<file path="src/rtl/ids_pkg.sv">
`timescale 1ns/1ps
package ids_pkg;
   localparam int VEC_W   = 8;
   localparam int DLV_W   = 3;
   localparam int MODEL_W = 4;
   localparam int MSI_W   = 32;

   // message word field positions
   localparam int MSI_DEST_LSB = 12;
   localparam int MSI_MODE_BIT = 2;
   localparam int MSI_VEC_LSB  = 0;
   localparam int MSI_DLV_LSB  = 8;
   localparam int MSI_TRIG_BIT = 15;

   localparam logic [MODEL_W-1:0] MODEL_FLAT    = 4'hF;
   localparam logic [MODEL_W-1:0] MODEL_CLUSTER = 4'h0;
   localparam logic [DLV_W-1:0]   DLV_LOWEST    = 3'b001;

   typedef enum logic [1:0] {
      SH_FIELD  = 2'd0,
      SH_SELF   = 2'd1,
      SH_ALL    = 2'd2,
      SH_OTHERS = 2'd3
   } shorthand_e;
endpackage

</file>
<file path="src/rtl/ids_lowest_pick.sv">
`timescale 1ns/1ps
module ids_lowest_pick #(
   parameter int W     = 8,
   parameter bit CHAIN = 1'b0
) (
   input  logic [W-1:0] req_i,
   output logic [W-1:0] pick_o
);
   generate
      if (CHAIN) begin : g_chain
         always_comb begin
            logic seen;
            seen   = 1'b0;
            pick_o = '0;
            for (int i = 0; i < W; i++) begin
               if (req_i[i] && !seen) begin
                  pick_o[i] = 1'b1;
                  seen      = 1'b1;
               end
            end
         end
      end else begin : g_arith
         // two's complement isolates the lowest set bit
         assign pick_o = req_i & (~req_i + {{(W-1){1'b0}}, 1'b1});
      end
   endgenerate
endmodule

</file>
<file path="src/rtl/ids_msi_decode.sv">
`timescale 1ns/1ps
module ids_msi_decode
   import ids_pkg::*;
#(
   parameter int DEST_W = 8
) (
   input  logic                use_msi,
   input  logic [DEST_W-1:0]   dest_i,
   input  logic                logical_i,
   input  logic [1:0]          sh_i,
   input  logic [DLV_W-1:0]    dlv_i,
   input  logic [VEC_W-1:0]    vec_i,
   input  logic                trig_i,
   input  logic [MSI_W-1:0]    msi_addr,
   input  logic [MSI_W-1:0]    msi_data,
   output logic [DEST_W-1:0]   dest_o,
   output logic                logical_o,
   output shorthand_e          sh_o,
   output logic [DLV_W-1:0]    dlv_o,
   output logic [VEC_W-1:0]    vec_o,
   output logic                trig_o
);
   // hint bit and reserved bits carry no meaning for target resolution
   logic unused_msi_bits;
   assign unused_msi_bits = ^{msi_addr, msi_data};

   always_comb begin
      if (use_msi) begin
         dest_o    = msi_addr[MSI_DEST_LSB +: DEST_W];
         logical_o = msi_addr[MSI_MODE_BIT];
         sh_o      = SH_FIELD;
         dlv_o     = msi_data[MSI_DLV_LSB +: DLV_W];
         vec_o     = msi_data[MSI_VEC_LSB +: VEC_W];
         trig_o    = msi_data[MSI_TRIG_BIT];
      end else begin
         dest_o    = dest_i;
         logical_o = logical_i;
         sh_o      = shorthand_e'(sh_i);
         dlv_o     = dlv_i;
         vec_o     = vec_i;
         trig_o    = trig_i;
      end
   end
endmodule

</file>
<file path="src/rtl/ids_match.sv">
`timescale 1ns/1ps
module ids_match
   import ids_pkg::*;
#(
   parameter int N_AGENTS = 8,
   parameter int DEST_W   = 8,
   parameter bit CHAIN    = 1'b0
) (
   input  logic [DEST_W-1:0]           dest,
   input  logic                        logical,
   input  logic [N_AGENTS*DEST_W-1:0]  agent_id,
   input  logic [N_AGENTS*DEST_W-1:0]  agent_ldr,
   input  logic [N_AGENTS*MODEL_W-1:0] agent_model,
   output logic [N_AGENTS-1:0]         hit_o
);
   localparam int HALF = DEST_W / 2;

   logic [N_AGENTS-1:0] phys_hit, phys_one, log_hit;

   generate
      for (genvar a = 0; a < N_AGENTS; a++) begin : g_agent
         logic [DEST_W-1:0]  id_a, ldr_a;
         logic [MODEL_W-1:0] model_a;
         logic               flat_ok, clus_ok;
         assign id_a    = agent_id[a*DEST_W +: DEST_W];
         assign ldr_a   = agent_ldr[a*DEST_W +: DEST_W];
         assign model_a = agent_model[a*MODEL_W +: MODEL_W];
         assign phys_hit[a] = (id_a == dest);
         assign flat_ok = (model_a == MODEL_FLAT) && |(dest & ldr_a);
         assign clus_ok = (model_a == MODEL_CLUSTER)
                        && (dest[DEST_W-1:HALF] == ldr_a[DEST_W-1:HALF])
                        && |(dest[HALF-1:0] & ldr_a[HALF-1:0]);
         assign log_hit[a] = flat_ok | clus_ok;
      end
   endgenerate

   ids_lowest_pick #(.W(N_AGENTS), .CHAIN(CHAIN)) u_phys_pick (
      .req_i  (phys_hit),
      .pick_o (phys_one)
   );

   always_comb begin
      if (logical)                  hit_o = log_hit;
      else if (dest == {DEST_W{1'b1}}) hit_o = {N_AGENTS{1'b1}};
      else                          hit_o = phys_one;
   end
endmodule

</file>
<file path="src/rtl/ids_target_select.sv">
`timescale 1ns/1ps
module ids_target_select
   import ids_pkg::*;
#(
   parameter int N_AGENTS = 8,
   parameter int IDX_W    = 3,
   parameter bit CHAIN    = 1'b0
) (
   input  shorthand_e          sh,
   input  logic [IDX_W-1:0]    sender,
   input  logic [N_AGENTS-1:0] dest_set,
   input  logic                single,
   output logic [N_AGENTS-1:0] mask_o
);
   logic [N_AGENTS-1:0] self_oh, pre, one;

   generate
      for (genvar a = 0; a < N_AGENTS; a++) begin : g_self
         assign self_oh[a] = (sender == IDX_W'(a));
      end
   endgenerate

   always_comb begin
      unique case (sh)
         SH_SELF:   pre = self_oh;
         SH_ALL:    pre = {N_AGENTS{1'b1}};
         SH_OTHERS: pre = ~self_oh;
         default:   pre = dest_set;
      endcase
   end

   ids_lowest_pick #(.W(N_AGENTS), .CHAIN(CHAIN)) u_single (
      .req_i  (pre),
      .pick_o (one)
   );

   assign mask_o = single ? one : pre;
endmodule

</file>
<file path="src/rtl/irq_dest_resolver.sv">
`timescale 1ns/1ps
module irq_dest_resolver
   import ids_pkg::*;
#(
   parameter int N_AGENTS = 8,
   parameter int DEST_W   = 8,
   parameter bit CHAIN    = 1'b0,
   parameter int IDX_W    = (N_AGENTS > 1) ? $clog2(N_AGENTS) : 1
) (
   input  logic                        clk,
   input  logic                        rst_n,
   input  logic                        in_valid,
   output logic                        in_ready,
   input  logic                        in_msi,
   input  logic [DEST_W-1:0]           in_dest,
   input  logic                        in_logical,
   input  logic [1:0]                  in_shorthand,
   input  logic [IDX_W-1:0]            in_sender,
   input  logic [2:0]                  in_dlv,
   input  logic [7:0]                  in_vector,
   input  logic                        in_trig,
   input  logic [31:0]                 msi_addr,
   input  logic [31:0]                 msi_data,
   input  logic [N_AGENTS*DEST_W-1:0]  agent_id,
   input  logic [N_AGENTS*DEST_W-1:0]  agent_ldr,
   input  logic [N_AGENTS*4-1:0]       agent_model,
   output logic                        out_valid,
   input  logic                        out_ready,
   output logic [N_AGENTS-1:0]         out_mask,
   output logic [7:0]                  out_vector,
   output logic                        out_trig,
   output logic [2:0]                  out_dlv
);
   generate
      if (N_AGENTS < 2) begin : g_bad_agents
         $error("N_AGENTS must be at least 2");
      end
      if ((DEST_W % 2) != 0 || DEST_W < 2) begin : g_bad_dest
         $error("DEST_W must be even and at least 2");
      end
      if (MSI_DEST_LSB + DEST_W > MSI_W) begin : g_bad_msi
         $error("destination field does not fit the message address");
      end
      if ((1 << IDX_W) < N_AGENTS) begin : g_bad_idx
         $error("IDX_W too narrow for N_AGENTS");
      end
   endgenerate

   logic [DEST_W-1:0]   r_dest;
   logic                r_logical, r_trig;
   shorthand_e          r_sh;
   logic [DLV_W-1:0]    r_dlv;
   logic [VEC_W-1:0]    r_vec;
   logic [N_AGENTS-1:0] dest_set, next_mask;
   logic                accept;

   ids_msi_decode #(.DEST_W(DEST_W)) u_dec (
      .use_msi   (in_msi),
      .dest_i    (in_dest),
      .logical_i (in_logical),
      .sh_i      (in_shorthand),
      .dlv_i     (in_dlv),
      .vec_i     (in_vector),
      .trig_i    (in_trig),
      .msi_addr  (msi_addr),
      .msi_data  (msi_data),
      .dest_o    (r_dest),
      .logical_o (r_logical),
      .sh_o      (r_sh),
      .dlv_o     (r_dlv),
      .vec_o     (r_vec),
      .trig_o    (r_trig)
   );

   ids_match #(.N_AGENTS(N_AGENTS), .DEST_W(DEST_W), .CHAIN(CHAIN)) u_match (
      .dest        (r_dest),
      .logical     (r_logical),
      .agent_id    (agent_id),
      .agent_ldr   (agent_ldr),
      .agent_model (agent_model),
      .hit_o       (dest_set)
   );

   ids_target_select #(.N_AGENTS(N_AGENTS), .IDX_W(IDX_W), .CHAIN(CHAIN)) u_sel (
      .sh       (r_sh),
      .sender   (in_sender),
      .dest_set (dest_set),
      .single   (r_dlv == DLV_LOWEST),
      .mask_o   (next_mask)
   );

   assign in_ready = !out_valid || out_ready;
   assign accept   = in_valid && in_ready;

   always_ff @(posedge clk) begin
      if (!rst_n) begin
         out_valid  <= 1'b0;
         out_mask   <= '0;
         out_vector <= '0;
         out_trig   <= 1'b0;
         out_dlv    <= '0;
      end else if (accept) begin
         out_valid  <= 1'b1;
         out_mask   <= next_mask;
         out_vector <= r_vec;
         out_trig   <= r_trig;
         out_dlv    <= r_dlv;
      end else if (out_ready) begin
         out_valid  <= 1'b0;
      end
   end
endmodule

</file>
<file path="config.mk">
export PLATFORM = sky130hd
export DESIGN_NAME = irq_dest_resolver
export DESIGN_NICKNAME = d
export VERILOG_FILES = /design/src/rtl/ids_pkg.sv /design/src/rtl/ids_lowest_pick.sv /design/src/rtl/ids_msi_decode.sv /design/src/rtl/ids_match.sv /design/src/rtl/ids_target_select.sv /design/src/rtl/irq_dest_resolver.sv
export SDC_FILE = /design/constraint.sdc
export NUM_CORES = 1
export LEC_CHECK = 0
export CAP_MARGIN = 25
export CORE_UTILIZATION = 25
export CTS_CLUSTER_SIZE = 28
export DETAILED_ROUTE_END_ITERATION = 6
export DONT_BUFFER_PORTS = 1
export PLACE_DENSITY = 0.41
export SYNTH_ARGS = -nofsm -noshare
export SYNTH_HDL_FRONTEND = slang
export SYNTH_SLANG_ARGS = --single-unit
</file>
<file path="constraint.sdc">
create_clock -name clk -period 5.4 [get_ports clk]
set_input_delay 0.81 -clock clk [delete_from_list [all_inputs] [get_ports clk]]
set_output_delay 0.81 -clock clk [all_outputs]
set_load 0.02 [all_outputs]
</file>
# [Word level (Yosys, flattened, before mapping)]
# Cells that the tools add are included.
[op_classes] n_mux=12 reduce_logical=53 addsub=2 bitwise_logic=29 n_eq_ne=36
[ops] op="8-bit bitwise AND" count=10
[ops] op="8-bit equality test" count=8
[ops] op="8-bit OR reduction" count=8
[ops] op="8-bit two-way mux" count=5
[ops] op="4-bit bitwise AND" count=8
[ops] op="4-bit equality test" count=8
[ops] op="4-bit equality test, second input constant" count=8
[ops] op="4-bit zero test" count=8
[ops] op="4-bit OR reduction" count=8
[ops] op="1-bit logical AND" count=25
[ops] op="8-bit inverter" count=3
[ops] op="8-bit one-hot mux with 3 select lines" count=1
[ops] op="8-bit by 1-bit adder with 8-bit output, second input constant" count=2
[ops] op="3-bit equality test, second input constant" count=4
[ops] op="8-bit equality test, second input constant" count=1
[ops] op="1-bit OR" count=8
[ops] op="3-bit by 1-bit equality test with 1-bit output, second input constant" count=2
[ops] op="3-bit by 2-bit equality test with 1-bit output, second input constant" count=2
[ops] op="2-bit equality test, second input constant" count=2
[ops] op="1-bit two-way mux" count=4
[ops] op="3-bit zero test" count=1
[ops] op="3-bit two-way mux" count=1
[ops] op="2-bit by 1-bit equality test with 1-bit output, second input constant" count=1
[ops] op="2-bit two-way mux" count=1
[ops] op="3 further kinds" count=3
[word_totals] word_cells=137 register_bits=21

# [Logic depth before layout (Yosys ltp)]
[depth] ltp_word=12 mapped_depth=13 depth_no_buf=12

# [Cells and area by module]
# A second synthesis with hierarchy kept.
[hier_totals] cells_unflattened=425 area_unflattened_um2=3661.0
[modules_own_cells] mod="ids_match" seq_area_each_um2=0.0 area_each_um2=1841.8 cells_per_inst=218 instances=1
[modules_own_cells] mod="irq_dest_resolver" seq_area_each_um2=420.4 area_each_um2=858.3 cells_per_inst=93 instances=1
[modules_own_cells] mod="ids_target_select" seq_area_each_um2=0.0 area_each_um2=521.8 cells_per_inst=69 instances=1
[modules_own_cells] mod="ids_msi_decode" seq_area_each_um2=0.0 area_each_um2=271.5 cells_per_inst=25 instances=1
[modules_own_cells] mod="ids_lowest_pick" seq_area_each_um2=0.0 area_each_um2=83.8 cells_per_inst=10 instances=2

# [Worst setup path after synthesis]
# No wires, ideal clock.
[synth_path] path_type="input -> register" from="input port in_msi" to="register out_mask[6]" setup_time_ns=0.084 required_ns=5.316 cell_stages=13 t_arrival_ns=3.634 setup_slack_ns=1.682 cell_sequence="buf_6 mux2i_4 inv_1 ha_1 or4_1 a222oi_1 a21oi_1 o21ai_0 o22ai_1 nor2_1 and3_4 nand3_1 o31ai_2"
[synth_between] elab_chain_len=12 word_cells_on_any_way=89 classes_between="add/sub: 2; eq/ne: 19; mux: 8; bitwise: 25; reduce/logical: 35"
[synth_lines] element="start: declaration" line_no="irq_dest_resolver.sv:14" source="input logic in_msi,"
[synth_lines] element="8-bit two-way mux" line_no="ids_msi_decode.sv:28" source="if (use_msi) begin"
[synth_lines] element="8-bit equality test" line_no="ids_match.sv:28" source="assign phys_hit[a] = (id_a == dest);"
[synth_lines] element="8-bit inverter" line_no="ids_lowest_pick.sv:24" source="assign pick_o = req_i & (~req_i + {{(W-1){1'b0}}, 1'b1});"
[synth_lines] element="8-bit by 1-bit adder with 8-bit output" line_no="ids_lowest_pick.sv:24"
[synth_lines] element="8-bit bitwise AND" line_no="ids_lowest_pick.sv:24"
[synth_lines] element="8-bit two-way mux" line_no="ids_match.sv:44" source="else if (dest == {DEST_W{1'b1}}) hit_o = {N_AGENTS{1'b1}};"
[synth_lines] element="8-bit two-way mux" line_no="ids_match.sv:43" source="if (logical) hit_o = log_hit;"
[synth_lines] element="8-bit one-hot mux with 3 select lines" line_no="ids_target_select.sv:24" source="unique case (sh)"
[synth_lines] element="8-bit inverter" line_no="ids_lowest_pick.sv:24"
[synth_lines] element="8-bit by 1-bit adder with 8-bit output" line_no="ids_lowest_pick.sv:24"
[synth_lines] element="8-bit bitwise AND" line_no="ids_lowest_pick.sv:24"
[synth_lines] element="8-bit two-way mux (*)" line_no="ids_target_select.sv:37" source="assign mask_o = single ? one : pre;"
[synth_lines] element="end signal: assignment" line_no="irq_dest_resolver.sv:104" source="out_mask <= next_mask;"
[synth_lines] element="end: declaration" line_no="irq_dest_resolver.sv:29" source="output logic [N_AGENTS-1:0] out_mask,"
# Every way passes the cells marked *; elsewhere a longest branch is shown, timed or not.
# A chain may end at the register's enable or synchronous reset.

# [Final worst setup path]
[layout_path] from="input port in_msi" to="register out_mask[4]"
# Same word-level chain as after synthesis.

==> results.py <==
metrics = {
    "status": {
        "status": "completed",
    },
    "sta": {
        "slew_violations": 0,
        "worst_slew_pin_slew_ns": 0.991,
        "rsz0062_at_grt": "false",
        "setup_viol": 0,
        "setup-tns-final_ns": 0,
        "post-route-period-util_pct": 71.4,
        "fmax_mhz": 259,
        "fin_crit_ns": 3.85,
        "final_hold_viol_count": 0,
        "slew_headroom_pct": 34.0,
        "setup_ws_ns": 1.55,
        "skew_ns": 0.00684,
    },
    "placed_design": {
        "dp_hpwl_mm": 9.35,
        "place_ws_ns": 1.23,
        "gp_congestion": 0.791,
        "io_buffers": 0,
    },
    "worst_setup_path": {
        "startpoint_type": "input port",
        "reg2reg_to": "out_mask[6]",
        "path_delay_family": "simple AND/OR/NAND/NOR gates",
        "ff2ff_path_depth": 7,
        "arrival_ns": 4.02,
        "crit_path_max_incr_delay_ns": 0.49,
        "path_cells": "mux2i_4 -> inv_1 -> ha_1 -> or4_1 -> a222oi_1 -> a21oi_1 -> o21ai_0 -> o22ai_1 -> nor2_1 -> and3_4 -> a211oi_2 -> nor4b_2",
        "path_class": "in2reg",
        "end_kind": "flip-flop",
        "reg2reg_setup_slack_ns": 2.69,
        "crit_buf_inv": 1,
        "critical_path.max_fanout": 44,
        "cp.required_ns": 5.56,
        "reg2reg_from": "out_valid",
        "crit_path_top_delay_cell": "or4_1",
    },
    "floorplanning": {
        "die_x_microns": 116,
        "die-area_sq_mm": 0.0135,
        "rows": 41,
        "io_pins": 277,
        "dieHeight_microns": 116,
        "initial_core_util_pct": 25.8,
        "core_area_sq_mm": 0.0127,
    },
    "power_and_ir_drop": {
        "vdd_drop_max_mv": 0.119,
        "power_frac_comb_pct": 39.2,
        "p_seq_share_pct": 33.0,
        "p_total_mw": 0.579,
        "internal_power_mw": 0.378,
        "clockPowerShare_pct": 27.8,
        "p_per_area_mw_per_mm2": 165,
        "switching_power_mw": 0.200,
        "swShare_pct": 34.6,
        "p_leak_nw": 1.25,
    },
    "layout": {
        "fill_cells": 1400,
        "final_util_pct": 27.7,
        "drive_gt1_share_pct": 6.86,
        "syn_to_final_growth_pct": 7.38,
        "finish.net_count": 667,
        "diodes": 0,
    },
    "cts": {
        "cts_setup_buffers": 0,
        "cts.htree.levels": 1,
        "worstSkewPairLatency_ns": 0.26,
        "cts_sinks": 21,
        "cts_root_buffer": "clkbuf_16",
        "cts_tree": "done",
        "cts_buffers": 3,
        "cts_buffer_depth": 2,
        "cts_resized": 0,
        "cts.clk_slew.worst_paths_ns": 0.06,
        "postCtsHoldBufs": 0,
    },
    "yosys": {
        "syn_nets": 673,
        "ys_ff_latch": 21,
        "netlist-cell-type-count": 60,
        "ys_async_sr_fraction_pct": 0,
        "synth_top_cell_by_area": "xnor2_1",
        "netlist.area_leader.share_pct": 18.2,
        "netlist_top_cells_area": "xnor2_1 (18%), dfxtp_1 (13%), ha_1 (12%)",
        "synth_edf_count": 0,
        "synth_ff_type": "dfxtp_1",
        "yosysMostFrequentCell": "xnor2_1",
        "netlist_area_sq_mm": 0.00327,
        "synth_commonest_cells": "xnor2_1 (68), nand2_1 (36), ha_1 (32), nor4_1 (32)",
        "ys_seq_area_share_pct": 12.9,
        "synthCells": 386,
        "syn_avg_cell_area_sq_um": 8.47,
        "yosysWarnings": 0,
    },
    "worst_hold_path": {
        "hold_depth": 2,
        "hold_start": "out_mask[3]",
        "holdPathEnd": "out_mask[3]",
        "hold_class": "reg2reg",
    },
    "route": {
        "ant_nets": 0,
        "vias": 2998,
        "wl_per_cell_microns": 19.8,
        "totalWireLength_mm": 10.9,
        "first_pass_iters": 5,
        "vias_per_cell": 5.44,
        "drt_iter0_drc": 151,
        "route.detailed.drc": 0,
    },
    "grt": {
        "grt_pass1_wl_mm": 15.8,
        "antenna_found_initial": 0,
        "grt_max_degree": 45,
        "grt-ovfl-total": 0,
        "grt_pass1_vias": 2884,
        "grtUsageTotal_pct": 15.4,
    },
    "job": {
        "maxCapViolCount": 0,
    },
}
==> metrics by stage <==
| stage | hold slack [ns] | instance area (sq um) | instances |
|---|---|---|---|
| floorplan | 0.546 | 3270 | 386 |
| global placement | 0.584 | 3430 | 547 |
| detailed placement | 0.587 | 3430 | 547 |
| CTS | 0.598 | 3510 | 551 |
| global route | 0.606 | 3510 | 551 |
| finish | 0.586 | 3510 | 551 |
==> worst reg2reg max path: cells and delay by family (launching register included) <==
| kind | cells | cell delay (ns) |
|---|---|---|
| AND/OR/NAND/NOR | 4 | 1.53 |
| flip-flops | 1 | 0.37 |
| AO/OA/AOI/OAI | 3 | 0.73 |
==> power groups by stage <==
stage | logic, mW | registers [mW] | clock network, mW
after detailed placement | 0.230 | 0.195 | 0
after global routing | 0.257 | 0.193 | 0.175
final | 0.227 | 0.191 | 0.161
after CTS | 0.231 | 0.191 | 0.166
after global placement | 0.225 | 0.195 | 0
after floorplan | 0.197 | 0.192 | 0
==> placed cells by master, fill, tap and decap left out, types with 3 or more instances in the layout <==
master / count
nor4_1: 32
or4_1: 3
mux2_2: 5
dfxtp_1: 21
nor2_1: 14
o31ai_1: 4
o21ai_0: 13
o211a_1: 13
inv_1: 5
clkbuf_16: 3
a31oi_1: 4
nand2b_1: 4
a222oi_1: 5
a22oi_1: 6
a21oi_1: 21
nand2_1: 36
xnor2_1: 68
nand4_1: 6
and4_1: 6
or3_1: 4
ha_1: 32
nor3_1: 3
and2_1: 4
nand3_1: 7
mux2i_1: 13
mux2i_4: 8
o41ai_1: 3
==> cell type report <==
class | instances | area (sq um) | area share (%)
inverter | 5 | 18.8 | 0.534
multi-input combinational | 349 | 2780 | 79.0
tap | 172 | 215 | 6.13
clock inverter | 1 | 7.51 | 0.214
clock buffer | 3 | 75.1 | 2.14
sequential | 21 | 420 | 12.0
==> worst max-delay path by stage <==
stage	start	end	cells past startpoint	slack [ns]
after detailed placement	in_msi	out_mask[4]	12	1.23
after global placement	in_msi	out_mask[4]	12	1.26
after CTS	in_msi	out_mask[4]	12	1.47
final	in_msi	out_mask[4]	12	1.55
after global routing	in_msi	out_mask[4]	12	1.31
after floorplan	in_msi	out_mask[6]	13	1.68
==> kinds of logic (layout without fill, tap and decap cells) <==
family                   Yosys count  in the layout  synth area share (%)
buffers and inverters             16              9                  2.30
AND/OR/NAND/NOR                  130            130                  22.2
AO/OA/AOI/OAI                     92             92                  20.7
XOR/XNOR                          69             69                  18.5
multiplexers                      26             26                  11.2
flip-flops                        21             21                  12.9
adder cells (fa/ha/maj)           32             32                  12.2
==> per-layer routing <==
layer  vias to the layer above  GRT usage [%]  share of wire (%)
met5                         -              0                  0
li1                       1485              -                  -
met3                        14           4.26                8.7
met1                      1369           17.8                 41
met2                       130           28.0                 48
met4                         0           3.33                1.8
==> flip-flops by register name, summed over array words and instances (netlist names) <==
name        cells
out_trig        1
out_valid       1
out_dlv         3
out_vector      8
out_mask        8
(Power assumes the default switching activity.)
